==> src/rtl/tx_add_req.sv <==
module tx_add_req #(
  parameter int NBUF  = 32,
  parameter int CNT_W = $clog2(NBUF + 1)
) (
  input  logic             clk,
  input  logic             rst_n,
  input  logic             wr_en,
  input  logic [NBUF-1:0]  wr_data,
  output logic [NBUF-1:0]  rd_data,
  input  logic [CNT_W-1:0] buf_count,
  input  logic             scan_busy,
  input  logic             scan_done,
  input  logic [NBUF-1:0]  tx_done,
  output logic [NBUF-1:0]  pending,
  output logic             scan_start
);

  logic [NBUF-1:0] cfg, req, fresh, moved, req_nx;

  for (genvar i = 0; i < NBUF; i++) begin : g_cfg
    assign cfg[i] = buf_count > CNT_W'(i);
  end

  assign fresh = wr_en ? (wr_data & cfg & ~(pending & ~tx_done)) : '0;

  always_comb begin
    if (scan_done) begin
      moved  = req & cfg;
      req_nx = fresh;
    end else if (scan_busy) begin
      moved  = '0;
      req_nx = (req | fresh) & cfg;
    end else begin
      moved  = (req | fresh) & cfg;
      req_nx = '0;
    end
  end

  always_ff @(posedge clk) begin
    if (!rst_n) begin
      req        <= '0;
      pending    <= '0;
      scan_start <= 1'b0;
    end else begin
      req        <= req_nx;
      pending    <= ((pending & ~tx_done) | moved) & cfg;
      scan_start <= |moved;
    end
  end

  assign rd_data = req & cfg;

endmodule

==> config.mk <==
export PLATFORM = sky130hd
export DESIGN_NAME = tx_add_req
export DESIGN_NICKNAME = d
export VERILOG_FILES = /design/src/rtl/tx_add_req.sv
export SDC_FILE = /design/constraint.sdc
export NUM_CORES = 1
export LEC_CHECK = 0
export BUFFER_PORTS_ARGS = -buffer_cell sky130_fd_sc_hd__buf_2
export CORE_AREA = 2 2 91 93
export DETAILED_ROUTE_END_ITERATION = 12
export DIE_AREA = 0 0 93 95
export HOLD_SLACK_MARGIN = 0.06
export PLACE_DENSITY = 0.74
export SYNTH_ARGS = -nofsm -noshare
export SYNTH_HDL_FRONTEND = slang
export SYNTH_SLANG_ARGS = --single-unit
export TNS_END_PERCENT = 5
==> constraint.sdc <==
create_clock -name clk -period 3.6 [get_ports clk]
set_clock_uncertainty 0.15 [all_clocks]
set_input_delay 0 -clock clk [delete_from_list [all_inputs] [get_ports clk]]
set_output_delay 0 -clock clk [all_outputs]
set_load 0.005 [all_outputs]
==> results of run 1 <==
registers in the layout, summed over array words and instances, names as in the netlist:
name        flops
scan_start      1
req            32
pending        32
worst paths after layout:
path	startpoint	endpoint	slack, ns	cells past startpoint
worst max-delay path	buf_count[0]	scan_start$_SDFF_PN0_	0.78	9
worst min-delay path	wr_data[2]	pending[2]$_SDFF_PN0_	0.05	4
worst max register to register	pending[25]$_SDFF_PN0_	scan_start$_SDFF_PN0_	1.01	7
worst min register to register	req[18]$_SDFF_PN0_	req[18]$_SDFF_PN0_	0.37	2
critical path, delay by kind of cell:
kind	cells	cell delay, ns
AND/OR/NAND/NOR	3	0.85
buffers and inverters	3	1.26
AO/OA/AOI/OAI	3	0.79
cells in the final DEF (no fill, tap or decap), drive strengths merged, types with 2 or more instances in the layout:
cell / netlist / routed
a21o: 3 / 3
nor3: 29 / 29
or3: 3 / 3
and3b: 24 / 24
o221ai: 2 / 2
dlygate4sd3: 0 / 107
a32oi: 30 / 30
bufinv: 0 / 2
nor4: 2 / 2
nor2b: 27 / 27
or2: 4 / 4
nand2b: 35 / 35
nand2: 13 / 13
a41oi: 13 / 13
o21ai: 35 / 35
a31oi: 21 / 21
o22ai: 10 / 10
and2: 6 / 6
a21oi: 23 / 23
inv: 4 / 4
or4: 2 / 2
nor2: 10 / 10
clkinv: 0 / 4
buf: 13 / 143
clkbuf: 16 / 9
nand4: 3 / 3
a211oi: 2 / 2
and3: 5 / 5
dfxtp: 65 / 65
where the power goes:
| part | total [mW] | switching [mW] | internal (mW) |
|---|---|---|---|
| registers | 0.767 | 0.0182 | 0.749 |
| logic | 0.409 | 0.201 | 0.209 |
| clock network | 0.699 | 0.309 | 0.390 |
| total | 1.88 | 0.528 | 1.35 |
layer usage:
metal  GRT usage  part of all wire  up-vias
met4       0.141             0.033        0
met3      0.0431             0.091       48
met2       0.511              0.47      295
li1            -                 -     2034
met1       0.363              0.40     2070
met5           0                 0        -
stage by stage:
step | std cells | power [mW] | instance area (um2) | utilization
floorplan | 408 | 0.957 | 3430 | -
global placement | 627 | 1.07 | 4170 | 0.526
detailed placement | 627 | 1.08 | 4170 | 0.526
CTS | 750 | 1.85 | 5460 | 0.689
global route | 750 | 1.94 | 5460 | 0.689
finish | 750 | 1.88 | 5460 | 0.689
kinds of logic after synthesis:
logic type | share of synthesized area
AO/OA/AOI/OAI | 0.283
AND/OR/NAND/NOR | 0.297
flip-flops | 0.379
buffers and inverters | 0.0412
repair_timing:
item | 4_1_cts | 5_1_grt
hold buffers | 107 | 0
setup endpoints to repair | 0 | 0
hold endpoints to repair | 63 | 0
layout make-up:
type / instances / area share
clock buffer: 9 / 0.0227
clock inverter: 7 / 0.0174
inverter: 4 / 0.00275
multi-input combinational: 310 / 0.366
sequential: 65 / 0.238
tap: 105 / 0.0241
timing repair buffer: 250 / 0.329
==> flow_metrics.py, run 1 <==
metrics = {
    "status": {
        "status": "finished clean",
    },
    "clock_tree": {
        "clkTransAtPathRegs_ns": 0.08,
        "cts_buffer_depth": 2,
        "clockRootBuffer": "clkbuf_8",
        "ctsResizeCount": 0,
        "clock_latency_ns": 0.35,
        "cts_tree": "done",
        "htreeDepth": 3,
        "cts_setup_buffers": 0,
        "cts-buffers-inserted": 9,
        "cts_num_sinks": 65,
    },
    "route": {
        "via_per_inst": 5.93,
        "post-route-drc-count": 0,
        "routedWlPerCell_um": 17.7,
        "drt_pass1_iterations": 5,
        "wirelength_mm": 13.3,
        "drtIter0Drc": 409,
        "drtAntennaViolNets": 0,
        "vias": 4447,
    },
    "yosys": {
        "syn-cell-area_mm2": 0.00343,
        "yosysSeqAreaShare": 0.379,
        "synth_edf_count": 0,
        "synth_cell_types": 44,
        "synth_flop_cell": "dfxtp_1",
        "postSynthAreaPerCell_um2": 8.41,
        "post_synth_main_area_contributors": "dfxtp_1, a32oi_1, nand2b_1",
        "synth_most_common_cell": "dfxtp_1",
        "ys_async_sr_fraction": 0,
        "synthDominantCellAreaShare": 0.379,
        "ys_top_cells_by_count": "dfxtp_1, nand2b_1, o21ai_0, a32oi_1, nor3_1",
        "synthesis.nets": 483,
        "synth.largest_area_cell": "dfxtp_1",
        "ys_warn_count": 0,
        "ys_ff_latch": 65,
        "syn_inst": 408,
    },
    "timing": {
        "whs_ns": 0.0538,
        "setup_violations": 0,
        "layout_setup_ws_ns": 0.777,
        "tns_ns": 0,
        "tightest_slew_ns": 0.827,
        "drv_slew": 0,
        "finalHoldViolCount": 0,
        "post-route-period-util": 0.784,
        "relSlewSlack": 0.449,
        "rsz0062_at_grt": "no",
        "min_period_ns": 2.82,
        "clock.fmax_ghz": 0.354,
    },
    "global_route": {
        "grt_pass1_vias": 4298,
        "grt_pass1_wl_mm": 20.6,
        "grt_max_degree": 47,
        "grt_use_total": 0.296,
        "overflow": 0,
        "antenna_found_initial": 0,
    },
    "layout": {
        "syn_to_final_growth_pct": 59.1,
        "drive_above_1_share": 0.262,
        "fin_nets": 715,
        "diodes": 0,
        "multi_input_area_mm2": 0.00200,
        "fillers": 637,
        "regArea_mm2": 0.00130,
    },
    "placed_design": {
        "gp_congestion": 0.853,
        "io_buffers": 139,
        "post-dp-hpwl_mm": 8.14,
        "pre_cts_slack_ns": 1.33,
    },
    "critical_path": {
        "crit_required_ns": 3.68,
        "path_class": "in -> reg",
        "cp-start-kind": "input pin",
        "critPathMaxStageDelay_ns": 0.56,
        "path_cells": "dlygate4sd3_1 -> buf_2 -> or2_2 -> a31oi_1 -> o22ai_1 -> nor4_1 -> nand4_1 -> o311a_1 -> dlygate4sd3_1",
        "cpMostUsedCell": "dlygate4sd3_1",
        "worstPathArrival_ns": 2.90,
        "path_max_fanout": 8,
        "end_kind": "flop",
        "crit_slowest_cell": "dlygate4sd3_1",
    },
    "power": {
        "peakVddDrop_mv": 0.197,
        "power.leakage_nw": 2.42,
        "power.density_mw_per_mm2": 343,
    },
    "floorplan": {
        "die_x_um": 93,
        "ios": 140,
        "coreArea_mm2": 0.00793,
        "die-height_um": 95,
        "initial_core_util": 0.433,
        "die-area_mm2": 0.00884,
        "core.rowCount": 33,
    },
    "min_path": {
        "min_path_type": "in -> reg",
    },
    "flow_run": {
        "max_cap_viol_count": 0,
    },
}
Note: power is estimated with default switching activity, not from simulation.
==> run 2: changes to the inputs <==
- ABC_AREA: default -> 1
- CORE_AREA: 2 2 91 93 -> 2 2 96 98
- DIE_AREA: 0 0 93 95 -> 0 0 98 100
- PLACE_DENSITY: 0.74 -> 0.75
- clock period: 3.6 -> 2.37 ns (I/O delays scaled with it)
==> flow_metrics.py, run 2 <==
metrics = {
    "status": {
        "status": "finished clean",
    },
    "timing": {
        "min_period_ns": 2.29,
        "layout_setup_ws_ns": 0.0769,
        "rsz0062_at_grt": "no",
        "tightest_slew_ns": 0.597,
        "relSlewSlack": 0.602,
        "whs_ns": 0.0907,
        "post-route-period-util": 0.968,
        "tns_ns": 0,
        "setup_violations": 0,
        "finalHoldViolCount": 0,
        "drv_slew": 0,
        "clock.fmax_ghz": 0.436,
    },
    "critical_path": {
        "crit_family": "buffers and inverters",
        "path_class": "reg -> reg",
        "end_kind": "flop",
        "cp-start-kind": "flop",
        "crit_slowest_cell": "dlygate4sd3_1",
        "worstPathArrival_ns": 2.38,
        "path_cells": "inv_1 -> nor2_1 -> nor2_1 -> nand3_1 -> nand2_1 -> a21oi_1 -> dlygate4sd3_1 -> nor4_1 -> dlygate4sd3_1",
        "cp_num_buf_inv": 3,
        "critPathMaxStageDelay_ns": 0.58,
        "path_max_fanout": 2,
        "crit_required_ns": 2.46,
    },
    "power": {
        "power.density_mw_per_mm2": 497,
        "peakVddDrop_mv": 0.277,
        "power.leakage_nw": 3.36,
    },
    "clock_tree": {
        "cts-buffers-inserted": 9,
        "cts_tree": "done",
        "clockRootBuffer": "clkbuf_8",
        "htreeDepth": 3,
        "clkTransAtPathRegs_ns": 0.07,
        "cts_buffer_depth": 2,
        "cts_num_sinks": 65,
        "clock_latency_ns": 0.36,
    },
    "route": {
        "routedWlPerCell_um": 13.4,
        "drtIter0Drc": 259,
        "via_per_inst": 5.00,
        "drtAntennaViolNets": 0,
        "wirelength_mm": 13.5,
        "post-route-drc-count": 0,
        "vias": 5054,
        "drt_pass1_iterations": 4,
    },
    "yosys": {
        "post_synth_main_area_contributors": "dfxtp_1, nand2_1, inv_1",
        "ys_warn_count": 0,
        "syn-cell-area_mm2": 0.00385,
        "ys_async_sr_fraction": 0,
        "synth_cell_types": 32,
        "ys_top_cells_by_count": "nand2_1, inv_1, dfxtp_1, a21oi_1, nor2_1",
        "synth_most_common_cell": "nand2_1",
        "yosysSeqAreaShare": 0.338,
        "synthesis.nets": 723,
        "syn_inst": 648,
        "synthDominantCellAreaShare": 0.338,
        "synth_flop_cell": "dfxtp_1",
        "synth.largest_area_cell": "dfxtp_1",
        "synth_edf_count": 0,
        "postSynthAreaPerCell_um2": 5.95,
        "ys_ff_latch": 65,
    },
    "floorplan": {
        "die-area_mm2": 0.00980,
        "ios": 140,
        "coreArea_mm2": 0.00889,
        "die_x_um": 98,
        "initial_core_util": 0.434,
        "die-height_um": 100,
        "core.rowCount": 35,
    },
    "global_route": {
        "grt_pass1_vias": 4899,
        "overflow": 0,
        "grt_pass1_wl_mm": 21.9,
        "grt_max_degree": 34,
        "antenna_found_initial": 0,
        "grt_use_total": 0.276,
    },
    "min_path": {
        "min_path_type": "in -> reg",
    },
    "layout": {
        "reg.largest.list": "pending (32), req (32), scan_start (1)",
        "fillers": 757,
        "syn_to_final_growth_pct": 55.7,
        "drive_above_1_share": 0.223,
        "layout_common_cells": "nand2_1, buf_2, dlygate4sd3_1",
        "final_common_cell": "nand2_1",
        "fin_nets": 970,
        "diodes": 0,
    },
    "placed_design": {
        "gp_congestion": 0.919,
        "pre_cts_slack_ns": 0.589,
        "io_buffers": 139,
        "post-dp-hpwl_mm": 8.76,
    },
    "flow_run": {
        "max_cap_viol_count": 0,
    },
}
## run 2: cell count changes in the layout (fill, tap and decap cells not counted), moves of 32 or more
cell      change
o21ai_0      -32
nand2_1     +236
inv_1        +91
nand3_1      +39
a21oi_1      +42
nor2_1       +35
nand2b_1     -35
## run 2: power breakdown
part           internal, mW  switching (mW)
clock                 0.726           0.460
combinational         0.292           0.353
sequential             1.13          0.0187
## run 2: repair_timing
action / 4_1_cts / 5_1_grt
hold endpoints to repair: 65 / 0
setup buffers: 0 / 1
setup endpoints to repair: 0 / 2
gates resized for setup: 0 / 3
hold buffers: 110 / 0
## run 2: final cells by class
| type | instances | area, um2 | area share |
|---|---|---|---|
| clock buffers | 11 | 141 | 0.0236 |
| flip-flops and latches | 65 | 1300 | 0.217 |
| multi-input cells | 457 | 2070 | 0.344 |
| well taps | 111 | 139 | 0.0231 |
| clock inverters | 5 | 103 | 0.0171 |
| repair buffers | 257 | 1850 | 0.309 |
| inverters | 105 | 397 | 0.0661 |
## run 2: worst min-delay path, cell delays in order
cell	delay, ns
buf_2	0.17
nand2_2	0.11
nand2_4	0.09
nand4_1	0.10
a21oi_1	0.07
## run 2: metal layers
layer  GRT usage  wire length (um)  vias up
li1            -                 -     2503
met1       0.325              5670     2307
met2       0.496              6730      210
met3      0.0557               793       34
met4       0.103               341        0
met5           0                 0        -
## run 2: final timing paths
path | from | end | slack [ns] | cells after the start
max | pending[28]$_SDFF_PN0_ | pending[28]$_SDFF_PN0_ | 0.08 | 9
min | buf_count[3] | req[23]$_SDFF_PN0_ | 0.09 | 5
max reg2reg | pending[28]$_SDFF_PN0_ | pending[28]$_SDFF_PN0_ | 0.08 | 9
min reg2reg | req[3]$_SDFF_PN0_ | req[3]$_SDFF_PN0_ | 0.40 | 4
## run 2: kinds of logic after synthesis
group,synth area share
AO/OA/AOI/OAI,0.120
AND/OR/NAND/NOR,0.414
flip-flops,0.338
buffers and inverters,0.128
## run 2: through the flow
step	util	cells	instance area, um2	power [mW]
final	0.675	1011	6000	2.98
after global routing	0.675	1011	6000	3.13
after CTS	0.675	1011	6000	2.98
after detailed placement	0.523	885	4650	1.68
after global placement	0.523	885	4650	1.67
after floorplan	-	648	3850	1.49
==> run 3: changes to the inputs <==
- REMOVE_ABC_BUFFERS: default -> 1
==> flow_metrics.py, run 3 (synthesis results as in run 2) <==
metrics = {
    "route": {
        "drtAntennaViolNets": 0,
        "post-route-drc-count": 0,
        "drtIter0Drc": 232,
        "via_per_inst": 5.00,
        "drt_pass1_iterations": 5,
        "vias": 5077,
        "wirelength_mm": 13.6,
        "routedWlPerCell_um": 13.4,
    },
    "global_route": {
        "antenna_found_initial": 0,
        "grt_pass1_vias": 5158,
        "grt_max_degree": 36,
        "grt_pass1_wl_mm": 22.5,
        "overflow": 0,
        "grt_use_total": 0.282,
    },
    "layout": {
        "regArea_mm2": 0.00130,
        "final_util": 0.678,
        "fin_nets": 976,
        "diodes": 0,
        "final_common_cell": "nand2_1",
        "stdcell_count": 1016,
        "reg.largest.list": "pending (32), req (32), scan_start (1)",
        "layout_common_cells": "nand2_1, buf_2, dlygate4sd3_1",
        "multi_input_area_mm2": 0.00206,
        "syn_to_final_growth_pct": 56.3,
        "drive_above_1_share": 0.213,
        "fillers": 768,
    },
    "critical_path": {
        "cp-start-kind": "input pin",
        "end_kind": "flop",
        "crit_slowest_cell": "dlygate4sd3_1",
        "path_class": "in -> reg",
        "path_cells": "dlygate4sd3_1 -> buf_2 -> nand2_1 -> dlygate4sd3_1 -> a21oi_2 -> nand4_1 -> nand2_1 -> nand2_1 -> a211oi_1 -> dlygate4sd3_1",
        "rrSetupSlack_ns": 0.29,
        "worstReg2RegStart": "pending[19]$_SDFF_PN0_",
        "worstReg2RegEnd": "req[19]$_SDFF_PN0_",
        "worstPathArrival_ns": 2.40,
        "rr_worst_depth": 5,
        "crit_required_ns": 2.52,
        "cp_num_buf_inv": 4,
        "crit_family": "buffers and inverters",
        "path_max_fanout": 2,
        "critPathMaxStageDelay_ns": 0.58,
    },
    "floorplan": {
        "die_x_um": 98,
        "core.rowCount": 35,
        "coreArea_mm2": 0.00889,
        "ios": 140,
        "die-height_um": 100,
        "initial_core_util": 0.434,
        "die-area_mm2": 0.00980,
    },
    "clock_tree": {
        "cts_num_sinks": 65,
        "clockRootBuffer": "clkbuf_8",
        "cts_setup_buffers": 0,
        "htreeDepth": 3,
        "cts-buffers-inserted": 9,
        "clock_latency_ns": 0.35,
        "clkTransAtPathRegs_ns": 0.07,
        "cts_buffer_depth": 2,
        "cts_tree": "done",
    },
    "timing": {
        "layout_setup_ws_ns": 0.114,
        "finalHoldViolCount": 0,
        "rsz0062_at_grt": "no",
        "drv_slew": 0,
        "relSlewSlack": 0.622,
        "tightest_slew_ns": 0.566,
        "min_period_ns": 2.26,
        "tns_ns": 0,
        "setup_violations": 0,
        "clock.fmax_ghz": 0.443,
        "post-route-period-util": 0.952,
    },
    "placed_design": {
        "pre_cts_slack_ns": 0.489,
        "gp_congestion": 0.976,
        "post-dp-hpwl_mm": 8.96,
        "io_buffers": 139,
        "dp.cells": 882,
    },
    "status": {
        "status": "finished clean",
    },
    "min_path": {
        "min_path_type": "in -> reg",
        "hold_path_startpoint": "wr_en",
        "whs_endpoint": "req[3]$_SDFF_PN0_",
        "min_delay_path_depth": 5,
    },
    "power": {
        "power_mw": 2.65,
        "power.leakage_nw": 3.34,
        "power.density_mw_per_mm2": 440,
        "peakVddDrop_mv": 0.267,
    },
    "flow_run": {
        "max_cap_viol_count": 0,
    },
}
==> run 3: how the worst max path moves through the flow <==
stage / startpoint / to / depth (start not counted)
2_1_floorplan: scan_done / req[29]$_SDFF_PN0_ / 4
4_1_cts: wr_data[14] / pending[14]$_SDFF_PN0_ / 10
3_3_place_gp: scan_done / scan_start$_SDFF_PN0_ / 11
3_5_place_dp: scan_done / scan_start$_SDFF_PN0_ / 11
6_report: wr_data[14] / pending[14]$_SDFF_PN0_ / 10
5_1_grt: wr_data[7] / pending[7]$_SDFF_PN0_ / 10
==> run 3: worst min-delay path, stage by stage <==
cell and delay (ns):
buf_2 0.21, nand2_1 0.11, inv_1 0.04, nand3_1 0.10, a21oi_1 0.07
==> run 3: per-layer routing <==
layer | share of wire | GRT usage
met1 | 0.42 | 0.318
met4 | 0.039 | 0.137
met2 | 0.48 | 0.497
met3 | 0.063 | 0.0703
met5 | 0 | 0
==> run 3: repair_timing <==
action                                 CTS  global route
hold buffers                           119             0
gates resized for setup                  0             1
endpoints found under the hold margin   64             0
setup endpoints to repair                0             1
==> run 3: power breakdown <==
group / internal (mW) / switching, mW
clock: 0.400 / 0.436
combinational: 0.304 / 0.357
sequential: 1.13 / 0.0182
==> run 3: area by class of cell <==
class,instances,area share
clock buffers,12,0.0241
clock inverters,3,0.00291
inverters,105,0.0658
multi-input cells,457,0.343
flip-flops and latches,65,0.216
well taps,111,0.0230
repair buffers,263,0.326
==> run 3: stage by stage <==
step / hold slack [ns] / cell area (um2)
finish: 0.0843 / 6030
global route: 0.115 / 6030
CTS: 0.0708 / 6020
detailed placement: 0.116 / 4670
global placement: 0.118 / 4670
floorplan: -0.0625 / 3760
